$ cat config.mk
export PLATFORM = sky130hd
export DESIGN_NAME = spi_freerun_master
export DESIGN_NICKNAME = d
export VERILOG_FILES = /design/src/rtl/spim_pkg.sv /design/src/rtl/spim_rate_gen.sv /design/src/rtl/spim_seq.sv /design/src/rtl/spi_freerun_master.sv
export SDC_FILE = /design/constraint.sdc
export NUM_CORES = 1
export LEC_CHECK = 0
export ABC_AREA = 1
export BUFFER_PORTS_ARGS = -buffer_cell sky130_fd_sc_hd__buf_2
export CAP_MARGIN = 20
export CORE_ASPECT_RATIO = 1.75
export CORE_MARGIN = 10
export CORE_UTILIZATION = 23
export DETAILED_ROUTE_END_ITERATION = 10
export PLACE_DENSITY = 0.37
export SLEW_MARGIN = 20
export SYNTH_ARGS = -nofsm -noshare
export SYNTH_HDL_FRONTEND = slang
export SYNTH_HIERARCHICAL = 1
export SYNTH_SLANG_ARGS = --single-unit
$ cat constraint.sdc
create_clock -name clk -period 1.3 [get_ports clk]
set_input_delay 0.13 -clock clk [delete_from_list [all_inputs] [get_ports clk]]
set_output_delay 0.13 -clock clk [all_outputs]
set_load 0.01 [all_outputs]
$ cat src/rtl/spim_pkg.sv
package spim_pkg;

  typedef enum logic [1:0] {
    ST_IDLE  = 2'd0,
    ST_ARMED = 2'd1,
    ST_XFER  = 2'd2
  } seq_state_t;

  // bit period in system clocks for a rate code: 2, 8, 32, 128
  function automatic int unsigned period_of(input logic [1:0] code);
    return 32'd2 << (2 * code);
  endfunction

endpackage

$ cat src/rtl/spim_rate_gen.sv
module spim_rate_gen
  import spim_pkg::*;
#(
  parameter int CNT_W = 7
) (
  input  logic       clk,
  input  logic       rst_n,
  input  logic       run,
  input  logic [1:0] rate,
  output logic       half_tick,
  output logic       bit_tick
);

  logic [CNT_W-1:0] cnt;
  logic [CNT_W-1:0] bit_mask;
  logic [CNT_W-1:0] half_mask;

  always_comb begin
    bit_mask  = CNT_W'(period_of(rate) - 1);
    half_mask = bit_mask >> 1;
  end

  // free-running; only held at zero while the block is stopped
  always_ff @(posedge clk or negedge rst_n) begin
    if (!rst_n)    cnt <= '0;
    else if (!run) cnt <= '0;
    else           cnt <= cnt + 1'b1;
  end

  assign half_tick = run && ((cnt & half_mask) == half_mask);
  assign bit_tick  = run && ((cnt & bit_mask) == bit_mask);

  // every bit boundary is also a half-bit boundary
  a_r3_bit_on_half: assert property (@(posedge clk) disable iff (!rst_n)
    bit_tick |-> half_tick);

  // a stopped divider restarts from zero, so no tick in the first run cycle unless rate 0
  a_r2_restart_zero: assert property (@(posedge clk) disable iff (!rst_n)
    (run && !$past(run) && rate != 2'd0) |-> !bit_tick);

endmodule

$ cat src/rtl/spim_seq.sv
module spim_seq
  import spim_pkg::*;
#(
  parameter int DATA_W = 8
) (
  input  logic              clk,
  input  logic              rst_n,
  input  logic              run,
  input  logic              cpol,
  input  logic              cpha,
  input  logic              half_tick,
  input  logic              bit_tick,
  input  logic              tx_valid,
  input  logic [DATA_W-1:0] tx_data,
  output logic              tx_ready,
  input  logic              miso,
  output logic              sck,
  output logic              mosi,
  output logic              ss_act,
  output logic              done,
  output logic [DATA_W-1:0] rx_data
);

  localparam int HALF_N = 2 * DATA_W;
  localparam int HC_W   = $clog2(HALF_N);
  localparam logic [HC_W-1:0] LAST_HALF = HC_W'(HALF_N - 1);

  seq_state_t        state;
  logic [HC_W-1:0]   hcnt;
  logic [DATA_W-1:0] tx_sh;
  logic [DATA_W-1:0] rx_sh;
  logic              in_xfer;

  assign in_xfer  = (state == ST_XFER);
  assign tx_ready = run && (state == ST_IDLE);
  assign ss_act   = in_xfer;
  assign mosi     = tx_sh[DATA_W-1];
  // even halves: sampling edge at their end; odd halves: shifting edge
  assign sck      = cpol ^ (in_xfer && (hcnt[0] != cpha));

  always_ff @(posedge clk or negedge rst_n) begin
    if (!rst_n) begin
      state   <= ST_IDLE;
      hcnt    <= '0;
      tx_sh   <= '0;
      rx_sh   <= '0;
      done    <= 1'b0;
      rx_data <= '0;
    end else if (!run) begin
      state <= ST_IDLE;
      hcnt  <= '0;
    end else begin
      unique case (state)
        ST_IDLE: begin
          if (tx_valid) begin
            tx_sh <= tx_data;
            done  <= 1'b0;
            state <= ST_ARMED;
          end
        end
        ST_ARMED: begin
          if (bit_tick) begin
            hcnt  <= '0;
            state <= ST_XFER;
          end
        end
        ST_XFER: begin
          if (half_tick) begin
            if (!hcnt[0]) begin
              rx_sh <= {rx_sh[DATA_W-2:0], miso};
            end else if (hcnt != LAST_HALF) begin
              tx_sh <= {tx_sh[DATA_W-2:0], 1'b0};
            end
            if (hcnt == LAST_HALF) begin
              rx_data <= rx_sh;
              done    <= 1'b1;
              hcnt    <= '0;
              state   <= ST_IDLE;
            end else begin
              hcnt <= hcnt + 1'b1;
            end
          end
        end
        default: state <= ST_IDLE;
      endcase
    end
  end

  // completion is reported only at the end of a running transfer
  a_r9_done_from_xfer: assert property (@(posedge clk) disable iff (!rst_n)
    $rose(done) |-> ($past(state) == ST_XFER) && (state == ST_IDLE));

  // a pending transfer exists only after a handshake
  a_r1_arm_on_accept: assert property (@(posedge clk) disable iff (!rst_n)
    (state == ST_ARMED && $past(state) == ST_IDLE) |-> $past(tx_valid && tx_ready));

  // MOSI is unchanged across a sampling half boundary
  a_r7_mosi_hold: assert property (@(posedge clk) disable iff (!rst_n)
    (in_xfer && half_tick && !hcnt[0]) |=> $stable(mosi));

endmodule

$ cat src/rtl/spi_freerun_master.sv
module spi_freerun_master
  import spim_pkg::*;
#(
  parameter int DATA_W = 8,
  parameter int CNT_W  = 7,
  parameter bit SS_EN  = 1'b1
) (
  input  logic              clk,
  input  logic              rst_n,
  input  logic              en,
  input  logic              mstr,
  input  logic              cpol,
  input  logic              cpha,
  input  logic [1:0]        rate,
  input  logic              tx_valid,
  output logic              tx_ready,
  input  logic [DATA_W-1:0] tx_data,
  input  logic              miso,
  output logic              sck,
  output logic              mosi,
  output logic              ss_n,
  output logic              done,
  output logic [DATA_W-1:0] rx_data
);

  localparam int PER_W = CNT_W + 1;

  logic run;
  logic half_tick;
  logic bit_tick;
  logic ss_act;

  assign run = en && mstr;

  spim_rate_gen #(.CNT_W(CNT_W)) u_rate (
    .clk       (clk),
    .rst_n     (rst_n),
    .run       (run),
    .rate      (rate),
    .half_tick (half_tick),
    .bit_tick  (bit_tick)
  );

  spim_seq #(.DATA_W(DATA_W)) u_seq (
    .clk       (clk),
    .rst_n     (rst_n),
    .run       (run),
    .cpol      (cpol),
    .cpha      (cpha),
    .half_tick (half_tick),
    .bit_tick  (bit_tick),
    .tx_valid  (tx_valid),
    .tx_data   (tx_data),
    .tx_ready  (tx_ready),
    .miso      (miso),
    .sck       (sck),
    .mosi      (mosi),
    .ss_act    (ss_act),
    .done      (done),
    .rx_data   (rx_data)
  );

  generate
    if (SS_EN) begin : g_ss
      assign ss_n = ~ss_act;
    end else begin : g_no_ss
      assign ss_n = 1'b1;
    end
  endgenerate

  // checker: cycles spent waiting for a bit boundary
  logic             armed;
  logic [PER_W-1:0] wait_cnt;
  logic [PER_W-1:0] period;

  assign armed  = run && !tx_ready && !ss_act;
  assign period = PER_W'(period_of(rate));

  always_ff @(posedge clk or negedge rst_n) begin
    if (!rst_n)     wait_cnt <= '0;
    else if (armed) wait_cnt <= wait_cnt + 1'b1;
    else            wait_cnt <= '0;
  end

  // start latency never exceeds one bit period
  a_r4_latency_bound: assert property (@(posedge clk) disable iff (!rst_n)
    armed |-> (wait_cnt < period));

  // transfers open only on a divider bit boundary
  a_r4_start_on_boundary: assert property (@(posedge clk) disable iff (!rst_n)
    $rose(ss_act) |-> $past(bit_tick));

  // idle clock level follows polarity
  a_r5_idle_level: assert property (@(posedge clk) disable iff (!rst_n)
    !ss_act |-> (sck == cpol));

  // phase 1 opens with the active level, phase 0 with the idle level
  a_r6_first_half: assert property (@(posedge clk) disable iff (!rst_n)
    $rose(ss_act) |-> (sck == (cpol ^ cpha)));

  // no handshake is offered while a transfer runs
  a_r1_ready_idle: assert property (@(posedge clk) disable iff (!rst_n)
    tx_ready |-> !ss_act);

  // stopping the block releases the bus at once
  a_r2_stop_release: assert property (@(posedge clk) disable iff (!rst_n)
    !run |=> !ss_act);

endmodule

[Word level (Yosys, flattened, before mapping)]
Index checks and enable logic that the tools add are counted.
Word-level totals
  bits in registers: 38
  bits of input ports: 18
  output and inout bits: 13
  word-level logic and storage cells: 67
Operators by class
  $add $sub $neg: 3
  equal/unequal tests: 17
  shift operators: 1
  muxes and demuxes: 21
  bitwise logic cells: 5
  reduce and logical (&&, ||, !) cells: 13
Operator list (number)
  $mux 8: 4
  $mux 4: 4
  $pmux 8 s2: 1
  $reduce_and 4->1: 3
  $mux 2: 5
  $ne 3x3->1 const B: 3
  $pmux 4 s2: 1
  $add 7x1->7 const B: 1
  $and 7x6->7: 1
  $and 7x7->7: 1
  $eq 7x6->1: 1
  $eq 7x7->1: 1
  $mux 7: 1
  $shl 2x3->7 const A: 1
  $sub 7x1->7 const B: 1
  $ne 2x1->1 const B: 3
  $ne 3x2->1 const B: 2
  $pmux 2 s3: 1
  $reduce_and 6->1: 1
  $logic_and 1x1->1: 5
  $reduce_and 5->1: 1
  $add 4x1->4 const B: 1
  $eq 4x4->1 const B: 1
  $ne 2x2->1 const B: 2
  11 further kinds: 14

[Logic depth before layout (Yosys ltp)]
  depth in word-level cells: 8
  mapped depth: 12
  gate-level depth less buffers: 12

[Hierarchy]
Netlist, hierarchy kept.
Modules (own cells, without submodules)
  spim_seq: instances 1, cells each 194, area an instance 1589.0 sq um, seq. area each 775.7 sq um
  spim_rate_gen: instances 1, cells each 57, area an instance 397.9 sq um, seq. area each 175.2 sq um
  spi_freerun_master: instances 1, cells each 3, area an instance 11.3 sq um, seq. area each 0.0 sq um

[Worst setup path before layout]
OpenSTA, ideal clock, no wires.
  kind: register to register
  start: reg u_rate.cnt[2]
  end: reg u_seq.tx_sh[0]
  setup time: 0.117 ns
  arrival: 1.317 ns
  data required time: 1.183 ns
  path slack: -0.134 ns
  cell stages (with the launch flop): 12
  buffers on the path: 0
  clock period less this slack: 1.434 ns
  cell sequence: dfrtp_1 -> nand2_1 -> nand2_1 -> a21oi_1 -> nor2_1 -> inv_1 -> nand2_1 -> nand2_2 -> nor2_4 -> nand2_2 -> nand2_1 -> nand2_1
Between the ends
  longest elaborated chain between the ends: 5
RTL lines
  from (decl): RTL line spim_rate_gen.sv:14  | logic [CNT_W-1:0] cnt;
  from (signal assigned): RTL line spim_rate_gen.sv:27  | else cnt <= cnt + 1'b1;
  $and 7x6->7: RTL line spim_rate_gen.sv:30  | assign half_tick = run && ((cnt & half_mask) == half_mask);
  $eq 7x6->1: RTL line spim_rate_gen.sv:30
  $logic_and 1x1->1: RTL line spim_rate_gen.sv:30
  via half_tick: RTL line spi_freerun_master.sv:29  | logic half_tick;
  $ne 2x2->1 (no line)
  $reduce_and 6->1 (no line)
  to (signal assigned): RTL line spim_seq.sv:56  | tx_sh <= tx_data;
  to (signal assigned): RTL line spim_seq.sv:72  | tx_sh <= {tx_sh[DATA_W-2:0], 1'b0};
  to (decl): RTL line spim_seq.sv:30  | logic [DATA_W-1:0] tx_sh;
The timed path passes the listed nets, and every way through them passes these cells.
A chain may end at the register's enable or synchronous reset.

[Final worst setup path]
  start: reg u_seq.hcnt[0]
  end: out sck
Between the ends
  longest elaborated chain between the ends: 3
RTL lines
  from (decl): RTL line spim_seq.sv:29  | logic [HC_W-1:0] hcnt;
  from (signal assigned): RTL line spim_seq.sv:80  | hcnt <= hcnt + 1'b1;
  $ne 1x1->1: RTL line spim_seq.sv:39  | assign sck = cpol ^ (in_xfer && (hcnt[0] != cpha));
  $logic_and 1x1->1: RTL line spim_seq.sv:39
  $xor 1x1->1: RTL line spim_seq.sv:39
  to (decl): RTL line spi_freerun_master.sv:19  | output logic sck,
No other way between the ends.

==> impl_results.md <==
- Area leader, netlist: dfrtp_1
- Final non-filler cell total: 461
- DRT antenna net count: 0
- Vias/cell: 4.28
- Via count: 1972
- Vias in the first global route: approximately 2100
- DR top layer: met4
- Startpoint types: flop
- Cell Pwr Density: 1000 mW/mm2
- First-pass GRT wire length: around 10000 um
- Setup crit end kind: output port
- Crit Path Class: reg -> out
- Failing checks: setup timing
- Initial core utilization: 23.3%
- I/O Pins: 31
- Max Freq: 675 MHz
- Pleak: 1.55 nW
- Slew Viols, Final: 0
- Routed Wire Length: 6270 um
- Seq/Total Area, Yosys: 47.6%
- Final #Nets: 363
- Gpl congestion: between 0.8 and 0.9
- # diodes: 0
- Drt drc: 0
- Finish-stage setup viols: 33
- WP data arrival: 1.35 ns
- Most common cell after layout, fill and taps aside: nand2_1
- Main synth FF type: dfrtp_1
- Share of layout cells above drive strength 1: 48.3%
- Post-Syn Area per Cell: approximately 7.9 um2
- Placed Instances: 431
- Die area: ~0.013 mm2
- Area of the mapped netlist: approximately 0.002 mm2
- H-tree depth: 2
- Synth cell types: 23
- Total core area: 0.00856 mm2
- Final worst-path cycle share: 114%
- Area contributors post-synth: dfrtp_1 (48%), nand2_1 (17%), o21ai_2 (6.1%), nand3_1 (6.0%), nor2_1 (5.1%)
- Initial antenna violation count: 0
- Worst slew pin tran: approximately 0.4 ns
- Drt first pass iters: 4
- Clock sinks: 38
- Pre-CTS setup slack: -0.341 ns
- Max-slew headroom: 73.3%
- Routed length on met1: 2420 um
- RSZ-0062 raised after global routing: yes
- Final hold viol count: 0
- Synth Net Count: 274
- Largest net degree at the start of global routing: 16
- Tmin final: 1.48 ns
- #FFs+latches synth: 38
- Setup TNS: -4.32 ns
- CTS root buffer: clkbuf_16
- FP Rows: 45
- Clock Latency Late Sink: 0.29 ns
- Util after Layout: 37.4%
- Vert. Die Dim: 143 um
- Clock skew: 0.0107 ns
- Final WS setup: -0.180 ns
- Overflow after GRT: 0
- Area Overhead vs Synth: 60.0%
- Peak supply drop: 775 uV
- Chip Width: 90.5 um
- Most frequent cells in the layout: nand2_1 (76), buf_4 (42), dfrtp_1 (35)
- Routed len/inst: 13.6 um
- Clock buffer depth: 2
- Global Route Usage Sum: ~10%
- Asr flop ratio synth: 100%
- Crit path required time: 1.17 ns
- Clock buffer count from CTS: 5
- Clock transition at the registers of the reported paths: approximately 0.060 ns
- Number of flops mapped to enable cells by yosys: 0
- Port bufs: 30
- Hold Path Class: in -> reg
- Met2 WL: roughly 3500 um
- Yosys warns: 6
- Max FO, Critical Path: 2
- Met3 wire length: ~150 um
- Hpwl dp: 4490 um
- Mapped Cells: 254
- MaxCap Viol Count: 0
- CTS tree: done
- DR iter-0 viols: 34
- Total Power: 0.00320 W
- Yosys top cell area share: 47.6%
- Outcome: complete, but fails checks
[cell families after synthesis]
kind of cell | share of synthesized area (%)
AO/OA/AOI/OAI | 9.96
XOR/XNOR | 0.438
adder cells (fa/ha/maj) | 1.25
buffers and inverters | 6.39
flip-flops | 47.6
AND/OR/NAND/NOR | 34.4
[cells in the mapped netlist (2+ instances only)]
library cell,count
nor2_4,4
dfrtp_1,38
nor2_1,27
nand2_4,3
nand3_1,24
or2_2,2
nand2_1,90
a21oi_1,7
buf_6,2
ha_1,2
nand2_2,2
inv_1,23
inv_2,3
nand4_1,2
o21ai_2,14
o21ai_0,4
[worst paths after layout]
kind / startpoint / slack, ns / depth (start not counted) / to
setup / recovery: u_seq/hcnt[0] / -0.18 / 5 / sck
hold / removal: tx_data[0] / 0.08 / 3 / u_seq/tx_sh[0]
setup reg to reg: u_rate/cnt[4] / -0.17 / 11 / u_seq/tx_sh[3]
hold reg to reg: u_seq/tx_sh[7] / 0.48 / 2 / u_seq/tx_sh[7]
max in group asynchronous: rst_n / 0.47 / 3 / u_seq/tx_sh[7]
min in group asynchronous: rst_n / 0.30 / 2 / u_seq/hcnt[0]
[report_power, final]
| group | switching (W) | internal [W] |
|---|---|---|
| sequential | 0.0000341 | 0.00123 |
| clock | 0.000536 | 0.00110 |
| combinational | 0.000158 | 0.000130 |
| total | 0.000728 | 0.00247 |
[state kept, by name, indices dropped and copies added (netlist names)]
register / count
u_seq/rx_data: 8
u_rate/cnt: 7
u_seq/tx_sh: 8
u_seq/hcnt: 4
u_seq/done: 1
u_seq/rx_sh: 8
u_seq/state: 2
[metal layers]
metal,global-route usage (%),up-vias
met5,0,-
met4,5.72,0
met3,1.98,14
met2,18.8,32
met1,9.89,942
li1,-,984
[area by class of cell]
| cell class | instances | area (um2) |
|---|---|---|
| tap | 117 | 146 |
| timing repair buffer | 83 | 629 |
| sequential | 38 | 955 |
| clock inverter | 3 | 68.8 |
| fill | 926 | 5360 |
| multi-input combinational | 189 | 1170 |
| inverter | 26 | 100 |
| clock buffer | 5 | 125 |
[worst max-delay path, cell delays in order (launching register included)]
cell and delay (ns):
dfrtp_2 0.41, buf_6 0.12, or2_4 0.22, nand3_2 0.08, xnor2_2 0.10, buf_2 0.14
[per-stage QoR]
step	cell area, um2	hold slack, ns
after floorplan	2040	-0.166
after global placement	2560	0.0815
after detailed placement	2560	0.0879
after CTS	3030	0.0638
after global routing	3200	0.0845
final	3200	0.0803
[repair_timing]
| action | 4_1_cts | 5_1_grt |
|---|---|---|
| gates resized for setup | 36 | 27 |
| hold buffers | 1 | 0 |
| setup endpoints to repair | 37 | 37 |
| hold endpoints to repair | 13 | 0 |
| pin swaps | 14 | 19 |
| setup buffers | 12 | 8 |
| gates cloned | 2 | 0 |
(Power assumes the default switching activity.)
